<file path="config.mk">
export PLATFORM = sky130hd
export DESIGN_NAME = ring_qual_top
export DESIGN_NICKNAME = d
export VERILOG_FILES = /design/src/rtl/ring_qual_pkg.sv /design/src/rtl/pwr_mode_ctrl.sv /design/src/rtl/ring_integrator.sv /design/src/rtl/ring_hyst.sv /design/src/rtl/ring_qual_top.sv
export SDC_FILE = /design/constraint.sdc
export NUM_CORES = 1
export LEC_CHECK = 0
export ABC_AREA = 1
export ABC_CLOCK_PERIOD_IN_PS = 2100
export CORE_AREA = 4 4 41 43
export DETAILED_ROUTE_END_ITERATION = 7
export DIE_AREA = 0 0 45 47
export PLACE_DENSITY = 0.83
export SYNTH_ARGS = -nofsm -noshare
export SYNTH_HDL_FRONTEND = slang
export SYNTH_HIERARCHICAL = 1
export SYNTH_SLANG_ARGS = --single-unit
</file>
<file path="constraint.sdc">
create_clock -name clk -period 2.1 [get_ports clk]
set_input_delay 0.315 -clock clk [delete_from_list [all_inputs] [get_ports clk]]
set_output_delay 0.315 -clock clk [all_outputs]
set_load 0.03 [all_outputs]
</file>
<file path="src/rtl/ring_qual_pkg.sv">
package ring_qual_pkg;

    typedef enum logic [1:0] {
        PM_SLEEP   = 2'd0,
        PM_PARTIAL = 2'd1,
        PM_FULL    = 2'd2
    } pwr_mode_e;

    typedef enum logic [1:0] {
        STEP_HOLD = 2'd0,
        STEP_INC  = 2'd1,
        STEP_DEC  = 2'd2
    } step_e;

    localparam int unsigned DEF_CNT_W   = 6;
    localparam int unsigned DEF_QUAL_TH = 48;
    localparam int unsigned DEF_DISQ_TH = 32;

    function automatic pwr_mode_e decode_mode(input logic pd_req, input logic rtime);
        if (!pd_req)
            return PM_FULL;
        else if (rtime)
            return PM_SLEEP;
        else
            return PM_PARTIAL;
    endfunction

    // Only the strobe that agrees with the level counts.
    function automatic step_e pick_step(input logic lvl, input logic up, input logic dn);
        if (lvl && up)
            return STEP_INC;
        else if (!lvl && dn)
            return STEP_DEC;
        else
            return STEP_HOLD;
    endfunction

endpackage

</file>
<file path="src/rtl/pwr_mode_ctrl.sv">
module pwr_mode_ctrl
    import ring_qual_pkg::*;
(
    input  logic      clk,
    input  logic      rst,
    input  logic      pd_req,
    input  logic      rtime,
    output pwr_mode_e mode_q
);
    always_ff @(posedge clk) begin
        if (rst)
            mode_q <= PM_SLEEP;
        else
            mode_q <= decode_mode(pd_req, rtime);
    end
endmodule

</file>
<file path="src/rtl/ring_integrator.sv">
module ring_integrator
    import ring_qual_pkg::*;
#(
    parameter int unsigned CNT_W = DEF_CNT_W
) (
    input  logic             clk,
    input  logic             rst,
    input  logic             run,
    input  step_e            step,
    output logic [CNT_W-1:0] cnt_q
);
    localparam logic [CNT_W-1:0] CNT_TOP = {CNT_W{1'b1}};
    localparam logic [CNT_W-1:0] CNT_ONE = CNT_W'(1);

    logic [CNT_W-1:0] cnt_d;

    always_comb begin
        cnt_d = cnt_q;
        if (!run)
            cnt_d = '0;
        else begin
            case (step)
                STEP_INC: if (cnt_q != CNT_TOP) cnt_d = cnt_q + CNT_ONE;
                STEP_DEC: if (cnt_q != '0)      cnt_d = cnt_q - CNT_ONE;
                default:  cnt_d = cnt_q;
            endcase
        end
    end

    always_ff @(posedge clk) begin
        if (rst)
            cnt_q <= '0;
        else
            cnt_q <= cnt_d;
    end
endmodule

</file>
<file path="src/rtl/ring_hyst.sv">
module ring_hyst
    import ring_qual_pkg::*;
#(
    parameter int unsigned CNT_W   = DEF_CNT_W,
    parameter int unsigned QUAL_TH = DEF_QUAL_TH,
    parameter int unsigned DISQ_TH = DEF_DISQ_TH
) (
    input  logic             clk,
    input  logic             rst,
    input  logic             run,
    input  logic [CNT_W-1:0] cnt,
    output logic             det_q
);
    localparam logic [CNT_W-1:0] SET_LVL = CNT_W'(QUAL_TH);
    localparam logic [CNT_W-1:0] CLR_LVL = CNT_W'(DISQ_TH);

    always_ff @(posedge clk) begin
        if (rst || !run)
            det_q <= 1'b0;
        else if (cnt >= SET_LVL)
            det_q <= 1'b1;
        else if (cnt <= CLR_LVL)
            det_q <= 1'b0;
    end
endmodule

</file>
<file path="src/rtl/ring_qual_top.sv">
module ring_qual_top
    import ring_qual_pkg::*;
#(
    parameter int unsigned CNT_W   = DEF_CNT_W,
    parameter int unsigned QUAL_TH = DEF_QUAL_TH,
    parameter int unsigned DISQ_TH = DEF_DISQ_TH
) (
    input  logic       clk,
    input  logic       rst,
    input  logic       ring_lvl_i,
    input  logic       tick_up_i,
    input  logic       tick_dn_i,
    input  logic       pwr_down_req_i,
    input  logic       ring_timer_i,
    output logic       ring_det_n_o,
    output logic [1:0] pwr_mode_o
);
    pwr_mode_e        mode_q;
    logic             run;
    step_e            step;
    logic [CNT_W-1:0] cnt_q;
    logic             det_q;

    pwr_mode_ctrl u_mode (
        .clk    (clk),
        .rst    (rst),
        .pd_req (pwr_down_req_i),
        .rtime  (ring_timer_i),
        .mode_q (mode_q)
    );

    assign run  = (mode_q != PM_SLEEP);
    assign step = pick_step(ring_lvl_i, tick_up_i, tick_dn_i);

    ring_integrator #(.CNT_W(CNT_W)) u_integ (
        .clk   (clk),
        .rst   (rst),
        .run   (run),
        .step  (step),
        .cnt_q (cnt_q)
    );

    ring_hyst #(.CNT_W(CNT_W), .QUAL_TH(QUAL_TH), .DISQ_TH(DISQ_TH)) u_hyst (
        .clk   (clk),
        .rst   (rst),
        .run   (run),
        .cnt   (cnt_q),
        .det_q (det_q)
    );

    assign ring_det_n_o = ~det_q;
    assign pwr_mode_o   = mode_q;
endmodule

</file>
==> metrics.txt, run 1 <==
Sw Pwr=0.109 mW; WP data required=2.25 ns; sequential area share after synthesis=28.3%; root buffer cell=clkbuf_4; initial antenna violation count=0; RSZ-0062 raised after global routing=false; Final ANT Viol Nets=0; Critical path buffers and inverters=5; number of global-route vias before repair=576; Clock Skews=0.000281 ns; critical path startpoint category=input port; grt ovf=0; H-tree Lvls=1; CTS tree=built; IR drop worst, VDD=0.347 mV; worst slew pin tran=0.363 ns; Via density=4.85; Seq pwr share=46.4%; post-CTS setup buffer count=0; Hold Fails Final Rpt=0; CTS sink cnt=9; Final Max Slew Viols=0; fin crit period=1.98 ns; largest net degree at the start of global routing=10; first-pass GRT wire length=2.36 mm; CP cell instances=clkdlybuf4s50_1 -> inv_1 -> nor2_1 -> buf_4 -> inv_2 -> nor2_2 -> nand2_1 -> nand2_2 -> nor2_2 -> nor2_1 -> xor2_1 -> o21ai_0 -> inv_1; Die W=45 um; Core ar.=1300 um^2; fillcell total=121; # hold bufs at CTS=0; crit path kind=input port to flop; Pre-antenna DRT Iters=4; wire per inst=10.7 um; initial DRC count=9; count of cell types in the netlist=19; clk slew on worst S/H paths=0.06 ns; family with the most delay on the worst path=simple AND/OR/NAND/NOR gates; commonest non-fill, non-tap cell in the layout=nand2_1; vias=659; Worst path max stage delay=0.45 ns; Crit. End Element=flop; Die Footprint=2120 um^2; crit-path max FO=5; synthesized cell area=636 um^2; Syn Nets=112; max cap viols=0; Clk Latency, worst-skew pair=0.26 ns; drt total wl=1.45 mm; Static Leak=0.397 nW; CTS buffer count=3; global placer's final weighted congestion=0.842; Nets=130; Final Cycle Share=94.1%; Rows=13; gr usage total=15.5%; final non-filler cell total=136; Slew HR=75.7%; Gate power share=20.3%; Syn. warnings=6; clock power share=33.3%; Sw Share=27.7%; Antenna Cells=0; Internal Power=0.284 mW; Ports=10; gate count of the mapped netlist=104; setup_tns=0 ns; starting density of the core=48.8%; dpl cells=132; post-synthesis register bit count=9; Port Buffers=9; Post-CTS Resized=0; setup violators final=0; CTS Buffer Depth=2; commonest non-fill, non-tap cells in the layout=nand2_1 (24), inv_1 (21), nor2_1 (9), clkdlybuf4s50_1 (9), dfxtp_1 (9); Die H=47 um; layout cells sized above 1=17.4%; DRC=0; Max Fclk=506 MHz; Final HPWL DP=1.17 mm; PD cells=491 nW/um^2; CP arrival=2.13 ns; Synth Area per Inst=6.11 um^2; Crit-path slowest cell=clkdlybuf4s50_1; status=completed; Min Hold Slack=0.475 ns; Area Growth Syn to Fin=26.0%; worst hold path class=flop to flop
-- logic make-up (layout without fill, tap and decap cells) --
group | Yosys count | after routing | share of synthesized area, %
XOR/XNOR | 2 | 2 | 2.76
adder cells (fa/ha/maj) | 1 | 1 | 1.97
AO/OA/AOI/OAI | 15 | 15 | 14.4
AND/OR/NAND/NOR | 54 | 54 | 39.0
buffers and inverters | 23 | 40 | 13.6
flip-flops | 9 | 9 | 28.3
-- worst min-delay path, stage by stage (launching register included) --
cell	delay (ns)
dfxtp_1	0.31
nand2_1	0.08
a21oi_2	0.05
-- power groups by stage --
stage               Sequential (mW)  Combinational (mW)  Clock (mW)
CTS                           0.182              0.0808       0.136
floorplan                     0.188              0.0465           0
global placement              0.186              0.0768           0
finish                        0.182              0.0799       0.131
global route                  0.183              0.0892       0.149
detailed placement            0.186              0.0804           0
-- per-stage QoR --
step                utilization [%]  area [um^2]  setup WS (ns)  total power, mW
floorplan                         -          636          0.439            0.234
global placement               59.5          774        -0.0587            0.262
detailed placement             59.5          774        -0.0966            0.266
CTS                            61.5          801          0.184            0.399
global route                   61.5          801         0.0310            0.422
finish                         61.5          801          0.125            0.393
-- worst paths after layout --
path                    start          endpoint  slack, ns  cells past startpoint
max                 tick_dn_i  u_integ/cnt_q[3]       0.12                     13
min              u_hyst/det_q      u_hyst/det_q       0.48                      2
max reg2reg  u_integ/cnt_q[0]  u_integ/cnt_q[3]       0.57                      8
min reg2reg      u_hyst/det_q      u_hyst/det_q       0.48                      2
-- cells in the mapped netlist --
master / number / area, um^2
a21oi_2: 2 / 17.5
nand2_1: 24 / 90.1
dfxtp_1: 9 / 180
nand3b_1: 1 / 7.51
nand4_1: 3 / 18.8
nand2_2: 6 / 37.5
o211ai_1: 2 / 15.0
o31ai_1: 1 / 7.51
o21ai_1: 1 / 5.00
nor2_1: 9 / 33.8
nor2_2: 4 / 25.0
a21oi_1: 2 / 10.0
inv_2: 2 / 7.51
nand3_1: 7 / 35.0
ha_1: 1 / 12.5
inv_1: 21 / 78.8
xor2_1: 2 / 17.5
a31oi_1: 1 / 6.26
o21ai_0: 6 / 30.0
-- flip-flops by register name (all words and copies together) (netlist names) --
name	count
u_mode/mode_q	2
u_hyst/det_q	1
u_integ/cnt_q	6
-- final cells by class --
class	instances	area (um^2)	area share [%]
clock buffers	4	26.3	3.28
inverters	23	86.3	10.8
multi-input cells	72	369	46.1
flip-flops and latches	9	180	22.5
well taps	15	18.8	2.34
repair buffers	13	120	15.0
-- layer usage --
| layer | GRT usage (%) | wire length, um |
|---|---|---|
| met2 | 26.8 | 749 |
| met3 | 6.90 | 53 |
| met4 | 1.75 | 0 |
| met5 | 0 | 0 |
| met1 | 18.3 | 651 |
(Power assumes the default switching activity.)
==> run 2: changes to the inputs <==
--- a/config.mk
+++ b/config.mk
@@ -8,6 +8,7 @@
 export ABC_AREA = 1
 export ABC_CLOCK_PERIOD_IN_PS = 2100
 export CORE_AREA = 4 4 41 43
+export CTS_BUF_LIST = sky130_fd_sc_hd__clkbuf_8 sky130_fd_sc_hd__clkbuf_16
 export DETAILED_ROUTE_END_ITERATION = 7
 export DIE_AREA = 0 0 45 47
 export PLACE_DENSITY = 0.83
==> metrics.txt, run 2 (same netlist as run 1, synthesis figures left out) <==
status=completed; number of global-route vias before repair=578 (+0.35%); CP cell instances=clkdlybuf4s50_1 -> inv_1 -> nor2_2 -> buf_4 -> inv_2 -> nor2_2 -> nand2_1 -> nand2_2 -> nor2_2 -> nor2_1 -> xor2_1 -> o21ai_0 -> inv_1; vias=675 (+2.4%); Reg area=180 um^2 (unchanged); root buffer cell=clkbuf_8; Worst R2R End=u_integ/cnt_q[3]; Final Max Slew Viols=0 (unchanged); Die H=47 um (unchanged); largest net degree at the start of global routing=10 (unchanged); CTS Buffer Depth=2 (unchanged); CTS tree=built; R2R Path Start=u_integ/cnt_q[3]; Crit-path slowest cell=clkdlybuf4s50_1; Worst path max stage delay=0.45 ns (about the same); initial antenna violation count=0 (unchanged); Pre-antenna DRT Iters=4 (unchanged); grt ovf=0 (unchanged); worst hold path class=flop to flop; Crit. Startpoint=tick_dn_i; clk slew on worst S/H paths=0.04 ns (-0.02 ns); commonest non-fill, non-tap cells in the layout=nand2_1 (24), inv_1 (22), clkdlybuf4s50_1 (9), dfxtp_1 (9), nor2_1 (8); Core ar.=1300 um^2 (unchanged); wire per inst=10.9 um (+2.1%); dpl cells=132 (unchanged); Rows=13 (unchanged); max cap viols=0 (unchanged); final non-filler cell total=136 (unchanged); Crit. End Element=flop; area of the multi-input gates=372 um^2 (+0.68%); gr usage total=15.6% (+0.079 points); fillcell total=114 (-5.8%); Min Hold Slack=0.473 ns (-0.00220 ns); Area Growth Syn to Fin=29.3%; Final HPWL DP=1.17 mm (unchanged); Top cell by count, worst path=nor2_2; R2R cell count=8 (unchanged); Antenna Cells=0 (unchanged); Static Leak=0.409 nW (+3.0%); Hold Fails Final Rpt=0 (unchanged); crit path kind=input port to flop; Post-CTS Resized=0 (unchanged); fin crit period=1.91 ns (-0.0700 ns); Nets=130 (unchanged); H-tree Lvls=1 (unchanged); critical path startpoint category=input port; drt total wl=1.48 mm (+2.1%); IR drop worst, VDD=0.404 mV (+16%); layout cells sized above 1=18.2% (+0.83 points); crit path to=u_integ/cnt_q[3]; worst slew pin tran=0.365 ns (+0.00172 ns); hold depth=2 (unchanged); Port Buffers=9 (unchanged); Die Footprint=2120 um^2 (unchanged); starting density of the core=48.8% (unchanged); global placer's final weighted congestion=0.842 (unchanged); Ports=10 (unchanged); RSZ-0062 raised after global routing=false; crit-path max FO=5 (unchanged); Max Fclk=525 MHz (+3.7%); PD cells=555 nW/um^2 (+13%); setup violators final=0 (unchanged); initial DRC count=9 (unchanged); WP data required=2.22 ns (-0.03 ns); CP arrival=2.03 ns (-0.10 ns); # hold bufs at CTS=0 (unchanged); r2r setup slk=0.56 ns (about the same); CTS sink cnt=9 (unchanged); Final Cycle Share=90.7% (-3.3 points); Die W=45 um (unchanged); Clock Skews=0.000385 ns (+0.000103 ns); commonest non-fill, non-tap cell in the layout=nand2_1; post-CTS setup buffer count=0 (unchanged); DRC=0 (unchanged); Final ANT Viol Nets=0 (unchanged); Via density=4.96 (+2.4%); Largest regs=u_integ/cnt_q (6), u_mode/mode_q (2), u_hyst/det_q (1); CTS buffer count=3 (unchanged); Slew HR=75.6% (-0.12 points); Clk Latency, worst-skew pair=0.23 ns (-0.03 ns); max reg flops=6 (unchanged); first-pass GRT wire length=2.37 mm (+0.59%); Top reg by flops=u_integ/cnt_q
-- run 2: how the worst min path moves through the flow --
stage | slack [ns] | end | from
finish | 0.47 | u_hyst/det_q | u_hyst/det_q
global route | 0.50 | u_hyst/det_q | u_hyst/det_q
CTS | 0.48 | u_hyst/det_q | u_hyst/det_q
detailed placement | 0.47 | u_hyst/det_q | u_hyst/det_q
global placement | 0.46 | u_hyst/det_q | u_hyst/det_q
floorplan | 0.38 | u_mode/mode_q[1] | rst
-- run 2: critical path, delay by kind of cell --
kind | cells | cell delay (ns)
xor+xnor | 1 | 0.08
compound gates | 1 | 0.17
simple gates | 6 | 0.71
buf+inv | 5 | 0.72
-- run 2: routing by layer --
layer | share of wire (%) | track usage (%) | up-vias | wire length [um]
li1 | - | - | 358 | -
met1 | 44 | 18.6 | 310 | 656
met2 | 52 | 26.8 | 7 | 774
met3 | 3.6 | 6.90 | 0 | 53
met4 | 0 | 1.75 | 0 | 0
met5 | 0 | 0 | - | 0
-- run 2: final cells by class --
cell class,instances,share of cell area [%]
Clock buffer,3,5.02
Clock inverter,1,0.457
Inverter,23,10.5
Multi-Input combinational cell,72,45.2
Sequential cell,9,21.9
Tap cell,15,2.28
Timing Repair Buffer,13,14.6
-- run 2: per-stage QoR --
step / total power [mW] / worst slack [ns] / utilization [%] / cell area (um^2) / setup TNS, ns
5_1_grt: 0.484 / 0.0893 / 63.2 / 822 / 0
3_5_place_dp: 0.266 / -0.0966 / 59.5 / 774 / -0.285
3_3_place_gp: 0.262 / -0.0587 / 59.5 / 774 / -0.121
6_report: 0.457 / 0.195 / 63.2 / 822 / 0
4_1_cts: 0.460 / 0.148 / 63.0 / 820 / 0
2_1_floorplan: 0.234 / 0.439 / - / 636 / 0
-- run 2: power by group --
| group | switching (mW) | internal [mW] |
|---|---|---|
| Clock | 0.0655 | 0.127 |
| Sequential | 0.00663 | 0.176 |
| Combinational | 0.0456 | 0.0353 |
| Total | 0.118 | 0.339 |
